$ cat src/rtl/ivr_pkg.sv
// Package: shared codes and offset constants for the vector relocation unit.
// Assumes 64-bit addresses; offsets are architectural constants.
package ivr_pkg;
    typedef enum logic [2:0] {
        EXC_PLAIN  = 3'd0,
        EXC_RESET  = 3'd1,
        EXC_MCHK   = 3'd2,
        EXC_HMAINT = 3'd3,
        EXC_SCV    = 3'd4,
        EXC_FACUN  = 3'd5
    } exc_cls_t;

    typedef enum logic [1:0] {
        GEN_NONE  = 2'd0,
        GEN_OLD_A = 2'd1,
        GEN_OLD_B = 2'd2,
        GEN_NEW   = 2'd3
    } gen_t;

    typedef enum logic [1:0] {
        LVL_OFF  = 2'd0,
        LVL_RSV  = 2'd1,
        LVL_MID  = 2'd2,
        LVL_HIGH = 2'd3
    } lvl_t;

    localparam logic [63:0] OFS_MID      = 64'h0000_0000_0001_8000;
    localparam logic [63:0] OFS_HIGH     = 64'hC000_0000_0000_4000;
    localparam logic [63:0] SCV_BASE_MSK = 64'h0000_0000_0001_7000;
    localparam logic [63:0] SCV_HIGH     = 64'hC000_0000_0000_3000;
endpackage

$ cat src/rtl/ivr_class_resolve.sv
// Module: applies the facility check to system-call-vectored requests.
// Assumes class codes from ivr_pkg; a disabled facility turns the request
// into a facility-unavailable exception with a fixed cause.
module ivr_class_resolve
    import ivr_pkg::*;
#(
    parameter int          CAUSE_W   = 8,
    parameter logic [7:0]  SCV_CAUSE = 8'h0C
) (
    input  logic                clk,
    input  logic                rst_n,
    input  exc_cls_t            cls_in,
    input  logic                fac_en,
    output exc_cls_t            cls_out,
    output logic [CAUSE_W-1:0]  cause_out
);
    logic redirect;

    // Decide whether the vectored system call is redirected.
    always_comb begin
        redirect  = (cls_in == EXC_SCV) && !fac_en;
        cls_out   = redirect ? EXC_FACUN : cls_in;
        cause_out = redirect ? CAUSE_W'(SCV_CAUSE) : '0;
    end

    // a disabled facility never lets the vectored class through
    a_r11_redirect: assert property (@(posedge clk) disable iff (!rst_n)
        (cls_in == EXC_SCV && !fac_en) |-> (cls_out == EXC_FACUN && cause_out != '0));
endmodule

$ cat src/rtl/ivr_level_sel.sv
// Module: decides the effective relocation level for one request.
// Assumes the class is already resolved; output is LVL_OFF, LVL_MID or LVL_HIGH.
module ivr_level_sel
    import ivr_pkg::*;
(
    input  logic     clk,
    input  logic     rst_n,
    input  exc_cls_t cls,
    input  logic     cur_ir,
    input  logic     cur_dr,
    input  logic     cur_hv,
    input  logic     new_hv,
    input  logic [1:0] ail,
    input  logic     radix_host,
    input  logic     hv_ail,
    input  gen_t     gen,
    output lvl_t     lvl
);
    logic mmu_on;
    logic escal;
    logic never_cls;
    lvl_t raw;

    // Per-generation eligibility and level selection.
    always_comb begin
        mmu_on    = cur_ir && cur_dr;
        escal     = !cur_hv && new_hv;
        never_cls = (cls == EXC_RESET) || (cls == EXC_MCHK) || (cls == EXC_HMAINT);
        raw       = LVL_OFF;
        case (gen)
            GEN_OLD_A, GEN_OLD_B: begin
                if (mmu_on && !(escal && !radix_host)) raw = lvl_t'(ail);
                if (raw == LVL_RSV) raw = LVL_OFF;
            end
            GEN_NEW: begin
                if (mmu_on || escal) begin
                    if (new_hv) raw = hv_ail ? LVL_HIGH : LVL_OFF;
                    else        raw = lvl_t'(ail);
                end
                if (raw != LVL_HIGH) raw = LVL_OFF;
            end
            default: raw = LVL_OFF;
        endcase
        lvl = never_cls ? LVL_OFF : raw;
    end

    // excluded classes never get a level
    a_r2_never_cls: assert property (@(posedge clk) disable iff (!rst_n)
        (cls == EXC_RESET || cls == EXC_MCHK || cls == EXC_HMAINT) |-> lvl == LVL_OFF);
    // older generations need translation fully on
    a_r3_old_mmu: assert property (@(posedge clk) disable iff (!rst_n)
        ((gen == GEN_OLD_A || gen == GEN_OLD_B) && !(cur_ir && cur_dr)) |-> lvl == LVL_OFF);
    // older generations block escalation without radix host
    a_r3_old_escal: assert property (@(posedge clk) disable iff (!rst_n)
        ((gen == GEN_OLD_A || gen == GEN_OLD_B) && !cur_hv && new_hv && !radix_host)
        |-> lvl == LVL_OFF);
    // newest generation hypervisor interrupts follow the enable bit
    a_r6_new_hv: assert property (@(posedge clk) disable iff (!rst_n)
        (gen == GEN_NEW && new_hv && !hv_ail) |-> lvl == LVL_OFF);
    // generation 0 never relocates
    a_r7_legacy: assert property (@(posedge clk) disable iff (!rst_n)
        (gen == GEN_NONE) |-> lvl == LVL_OFF);
    // the reserved level never leaves this module
    a_r4_no_rsv: assert property (@(posedge clk) disable iff (!rst_n)
        lvl != LVL_RSV);
endmodule

$ cat src/rtl/ivr_addr_apply.sv
// Module: applies the relocation level to the vector and the state word.
// Assumes lvl is never LVL_RSV; the vectored system call has its own rule.
module ivr_addr_apply
    import ivr_pkg::*;
#(
    parameter int VEC_W   = 64,
    parameter int STATE_W = 64,
    parameter int IR_POS  = 5,
    parameter int DR_POS  = 4
) (
    input  logic               clk,
    input  logic               rst_n,
    input  exc_cls_t           cls,
    input  lvl_t               lvl,
    input  logic [VEC_W-1:0]   vec_in,
    input  logic [STATE_W-1:0] st_in,
    output logic [VEC_W-1:0]   vec_out,
    output logic [STATE_W-1:0] st_out
);
    localparam logic [STATE_W-1:0] XLATE_SET =
        (STATE_W'(1) << IR_POS) | (STATE_W'(1) << DR_POS);

    // Compute the relocated vector and the translation-on state word.
    always_comb begin
        vec_out = vec_in;
        st_out  = st_in;
        if (lvl != LVL_OFF) st_out = st_in | XLATE_SET;
        if (cls == EXC_SCV) begin
            if (lvl == LVL_HIGH)
                vec_out = (vec_in & ~VEC_W'(SCV_BASE_MSK)) | VEC_W'(SCV_HIGH);
        end else begin
            if (lvl == LVL_MID)       vec_out = vec_in | VEC_W'(OFS_MID);
            else if (lvl == LVL_HIGH) vec_out = vec_in | VEC_W'(OFS_HIGH);
        end
    end

    // translation bits are on whenever a level applies
    a_r8_xlate_on: assert property (@(posedge clk) disable iff (!rst_n)
        (lvl != LVL_OFF) |-> (st_out[IR_POS] && st_out[DR_POS]));
    // level 2 vectored system call keeps its address
    a_r10_scv_mid: assert property (@(posedge clk) disable iff (!rst_n)
        (cls == EXC_SCV && lvl == LVL_MID) |-> vec_out == vec_in);
    // ordinary level 3 lands in the high region
    a_r9_high_top: assert property (@(posedge clk) disable iff (!rst_n)
        (cls != EXC_SCV && lvl == LVL_HIGH) |-> vec_out[VEC_W-1 -: 2] == 2'b11);
    // no level means untouched outputs
    a_r2_passthru: assert property (@(posedge clk) disable iff (!rst_n)
        (lvl == LVL_OFF) |-> (vec_out == vec_in && st_out == st_in));
endmodule

$ cat src/rtl/ivr_unit.sv
// Module: top of the interrupt vector relocation unit. Resolves the class,
// selects the level, applies offsets and registers the result one clock
// after req_valid. Synchronous active-low reset clears all outputs.
module ivr_unit
    import ivr_pkg::*;
#(
    parameter int         VEC_W     = 64,
    parameter int         STATE_W   = 64,
    parameter int         IR_POS    = 5,
    parameter int         DR_POS    = 4,
    parameter int         HV_POS    = 60,
    parameter int         CAUSE_W   = 8,
    parameter logic [7:0] SCV_CAUSE = 8'h0C
) (
    input  logic               clk,
    input  logic               rst_n,
    input  logic               req_valid,
    input  logic [2:0]         exc_class,
    input  logic               cur_ir,
    input  logic               cur_dr,
    input  logic               cur_hv,
    input  logic [STATE_W-1:0] new_state,
    input  logic [VEC_W-1:0]   base_vec,
    input  logic [1:0]         ctl_ail,
    input  logic               ctl_radix_host,
    input  logic               ctl_hv_ail,
    input  logic [1:0]         gen_sel,
    input  logic               fac_scv_en,
    output logic               out_valid,
    output logic [VEC_W-1:0]   out_vec,
    output logic [STATE_W-1:0] out_state,
    output logic [2:0]         out_class,
    output logic [CAUSE_W-1:0] out_cause
);
    exc_cls_t           cls_res;
    logic [CAUSE_W-1:0] cause_res;
    lvl_t               lvl;
    logic [VEC_W-1:0]   vec_nx;
    logic [STATE_W-1:0] st_nx;

    ivr_class_resolve #(.CAUSE_W(CAUSE_W), .SCV_CAUSE(SCV_CAUSE)) u_cls (
        .clk(clk), .rst_n(rst_n),
        .cls_in(exc_cls_t'(exc_class)), .fac_en(fac_scv_en),
        .cls_out(cls_res), .cause_out(cause_res)
    );

    ivr_level_sel u_lvl (
        .clk(clk), .rst_n(rst_n), .cls(cls_res),
        .cur_ir(cur_ir), .cur_dr(cur_dr), .cur_hv(cur_hv),
        .new_hv(new_state[HV_POS]), .ail(ctl_ail),
        .radix_host(ctl_radix_host), .hv_ail(ctl_hv_ail),
        .gen(gen_t'(gen_sel)), .lvl(lvl)
    );

    ivr_addr_apply #(.VEC_W(VEC_W), .STATE_W(STATE_W),
                     .IR_POS(IR_POS), .DR_POS(DR_POS)) u_apply (
        .clk(clk), .rst_n(rst_n), .cls(cls_res), .lvl(lvl),
        .vec_in(base_vec), .st_in(new_state),
        .vec_out(vec_nx), .st_out(st_nx)
    );

    // Output valid flag follows the request strobe by one clock.
    always_ff @(posedge clk) begin
        if (!rst_n) out_valid <= 1'b0;
        else        out_valid <= req_valid;
    end

    // Result registers load on a request and hold otherwise.
    always_ff @(posedge clk) begin
        if (!rst_n) begin
            out_vec   <= '0;
            out_state <= '0;
            out_class <= '0;
            out_cause <= '0;
        end else if (req_valid) begin
            out_vec   <= vec_nx;
            out_state <= st_nx;
            out_class <= cls_res;
            out_cause <= cause_res;
        end
    end

    // valid appears one clock after a request
    a_r1_valid_rise: assert property (@(posedge clk) disable iff (!rst_n)
        req_valid |=> out_valid);
    // no request, no valid
    a_r1_valid_idle: assert property (@(posedge clk) disable iff (!rst_n)
        !req_valid |=> !out_valid);
    // results hold without a request
    a_r12_hold: assert property (@(posedge clk) disable iff (!rst_n)
        !req_valid |=> ($stable(out_vec) && $stable(out_state) && $stable(out_class)));
endmodule

$ cat config.mk
export PLATFORM = sky130hd
export DESIGN_NAME = ivr_unit
export DESIGN_NICKNAME = d
export VERILOG_FILES = /design/src/rtl/ivr_pkg.sv /design/src/rtl/ivr_class_resolve.sv /design/src/rtl/ivr_level_sel.sv /design/src/rtl/ivr_addr_apply.sv /design/src/rtl/ivr_unit.sv
export SDC_FILE = /design/constraint.sdc
export NUM_CORES = 1
export LEC_CHECK = 0
export BUFFER_PORTS_ARGS = -buffer_cell sky130_fd_sc_hd__buf_4
export CAP_MARGIN = 20
export CORE_ASPECT_RATIO = 1.75
export CORE_MARGIN = 8
export CORE_UTILIZATION = 47
export CTS_BUF_LIST = sky130_fd_sc_hd__clkbuf_4 sky130_fd_sc_hd__clkbuf_8 sky130_fd_sc_hd__clkbuf_16
export DETAILED_ROUTE_END_ITERATION = 16
export PLACE_DENSITY = 0.85
export SLEW_MARGIN = 30
export SYNTH_ARGS = -nofsm -noshare
export SYNTH_HDL_FRONTEND = slang
export SYNTH_SLANG_ARGS = --single-unit
export TNS_END_PERCENT = 20
$ cat constraint.sdc
create_clock -name clk -period 1.9 [get_ports clk]
set_input_delay 0 -clock clk [delete_from_list [all_inputs] [get_ports clk]]
set_output_delay 0 -clock clk [all_outputs]
set_load 0.005 [all_outputs]
==> flow_metrics.env <==
export IMPL_grt_pass1_wl_um=35000
export IMPL_ys_async_sr_fraction_pct=0
export IMPL_cp_end_kind="flip-flop"
export IMPL_fin_cells=1024
export IMPL_numPortBuffers=277
export IMPL_fin_util_pct=89.5
export IMPL_clock_latency_ps=400
export IMPL_drt_initial_drc_count=236
export IMPL_min_to="out_vec[16]"
export IMPL_grt_max_degree=47
export IMPL_cp_required_ps=2190
export IMPL_die_area_um2=14000
export IMPL_grt_pass1_vias=6259
export IMPL_routed_via_count=5470
export IMPL_numCtsBuffers=17
export IMPL_track_usage_pct=32.8
export IMPL_skew_ps=0
export IMPL_period_needed_ps=1850
export IMPL_dpl_hpwl_um=13300
export IMPL_fmax_mhz=539
export IMPL_clock_tree_buffer_depth=2
export IMPL_rsz0062_at_grt="false"
export IMPL_path_class="primary input to flip-flop"
export IMPL_power_density_nw_per_um2=843
export IMPL_gr_total_overflow=0
export IMPL_ys_ff_latch=133
export IMPL_postRouteAntennaNets=0
export IMPL_reg2regPathDepth=3
export IMPL_dp_slack_ps=561
export IMPL_hold_path_depth=4
export IMPL_vdd_drop_max_mv=1.02
export IMPL_ys_seq_area_share_pct=54.5
export IMPL_start_util_pct=48.0
export IMPL_nets=1028
export IMPL_grt_antenna_before_repair=2
export IMPL_critical_path_startpoint="exc_class[0]"
export IMPL_drt_first_pass_iters=6
export IMPL_critPathMaxFanout=3
export IMPL_htreeDepth=4
export IMPL_setup_viol=0
export IMPL_dp_cells=847
export IMPL_setup_tns_ps=0
export IMPL_slew_headroom_pct=59.7
export IMPL_yosysWarningCount=0
export IMPL_worstPathArrival_ps=2140
export IMPL_cts_tree="built"
export IMPL_hold_violations=0
export IMPL_routedWlPerCell_um=23.0
export IMPL_drive_above_1_share_pct=37.0
export IMPL_synth_area_um2=4880
export IMPL_clockRootBuffer="clkbuf_16"
export IMPL_hold_class="primary input to flip-flop"
export IMPL_r2r_end="out_vec[15]"
export IMPL_route_detailed_drc=0
export IMPL_cap_violations=0
export IMPL_drt_wl_total_um=23500
export IMPL_power_total_uw=7680
export IMPL_fin_crit_sh_pct=97.6
export IMPL_clock_sinks=133
export IMPL_syn_inst=466
export IMPL_p_leak_uw=0.00452
export IMPL_syn2layout_area_growth_pct=86.6
export IMPL_path_clk_slew_ps=60
export IMPL_synth_edf_count=0
export IMPL_io_pins=284
export IMPL_place_congestion=0.836
export IMPL_die_w_um=93.1
export IMPL_min_from="ctl_ail[0]"
export IMPL_core_area_um2=10200
export IMPL_cp_start_kind="primary input"
export IMPL_num_rows=49
export IMPL_synth_cell_types=30
export IMPL_tightest_slew_ps=605
export IMPL_dieHeight_um=151
export IMPL_rrSetupSlack_ps=560
export IMPL_syn_avg_cell_area_um2=10.5
export IMPL_status="complete, no violations"
export IMPL_reg2reg_from="out_vec[15]"
export IMPL_ys_flop_type="dfxtp_1"
export IMPL_final_setup_worst_slack_ps=45.0
export IMPL_final_max_slew_viol_count=0
export IMPL_viasPerCell=5.34
-- synth_stat cells, drive strengths merged, types with 2 or more instances --
master / instances / area [um^2]
clkbuf: 7 / 26.3
ha: 2 / 25.0
buf: 29 / 159
mux2i: 122 / 1220
inv: 6 / 22.5
nand2: 5 / 18.8
nand4: 2 / 12.5
a31oi: 2 / 12.5
nand3: 3 / 20.0
nor2: 126 / 480
a21oi: 8 / 40.0
dfxtp: 133 / 2660
o221a: 4 / 45.0
o21ai: 8 / 43.8
-- cells in the final DEF, fill, tap and decap left out, drive strengths merged --
cell type     Yosys  final
a21oi             8      8
a221oi            1      1
a31oi             2      2
a32o              1      1
a32oi             1      1
buf              29    287
bufinv            0      2
clkbuf            7     18
clkinv            0      6
clkinvlp          0      4
conb              1      6
dfxtp           133    133
diode             0      2
dlygate4sd3       0    140
dlymetal6s4s      0      1
ha                2      2
inv               6      8
mux2i           122    122
nand2             5      5
nand3             3      3
nand4             2      2
nand4b            1      1
nor2            126    126
nor3              1      1
nor3b             1      1
o21ai             8      8
o221a             4      4
o31ai             1      1
or3               1      1
-- what timing repair did --
action,4_1_cts,5_1_grt
buffers inserted,0,2
gates resized for setup,0,8
setup endpoints to repair,0,5
hold endpoints to repair,132,1
hold buffers,141,1
-- per-layer routing --
metal	up-vias	GRT usage [%]	share of wire, %
met2	341	59.9	53
met4	0	24.3	7.4
met1	2611	29.0	32
met5	-	0	0
met3	123	10.9	7.3
li1	2395	-	-
-- state kept, by name, summed over array words and instances (netlist names) --
| signal | cells |
|---|---|
| out_state | 64 |
| out_cause | 1 |
| out_valid | 1 |
| out_class | 3 |
| out_vec | 64 |
-- power by group --
| part | internal [uW] | switching [uW] |
|---|---|---|
| clock | 1980 | 1320 |
| sequential | 2960 | 114 |
| combinational | 765 | 547 |
| total | 5700 | 1980 |
-- worst max-delay path by stage --
stage                   end  slack (ps)  cells after the start
2_1_floorplan  out_state[4]         810                      7
3_3_place_gp    out_vec[12]         620                      8
5_1_grt         out_vec[14]          30                      8
4_1_cts         out_vec[13]           7                      8
3_5_place_dp    out_vec[12]         560                      8
6_report        out_vec[14]          50                      8
-- through the flow --
| stage | hold slack (ps) | cell area, um^2 |
|---|---|---|
| floorplan | 146 | 4900 |
| detailed placement | 242 | 7060 |
| CTS | 16.5 | 9060 |
| finish | 62.4 | 9110 |
| global route | 51.6 | 9110 |
| global placement | 232 | 7060 |
-- cell families (layout without fill, tap and decap cells) --
logic type	after synthesis	after routing	share of synthesized area (%)
and+or+nand+nor	140	140	11.7
DFF	133	133	54.5
muxes	122	122	25.0
buffers and inverters	42	466	4.25
AOI/OAI and AO/OA	26	26	4.00
adders and majority gates	2	2	0.512
other	1	8	0.0768
-- cell type report --
class	count	area, um^2
clock buffers	18	439
diodes	2	5.00
multi-input cells	296	2060
inverters	6	23.8
repair buffers	428	3610
well taps	127	159
flip-flops and latches	133	2660
clock inverters	14	153
fillers	422	1060
-- worst max-delay path: stages --
cell	delay, ps
dlygate4sd3_1	550
buf_4	150
nor2_4	130
nand3_2	110
or3_4	430
o21ai_1	140
o21ai_1	70
dlygate4sd3_1	550
Power figures use the tool's default switching activity.
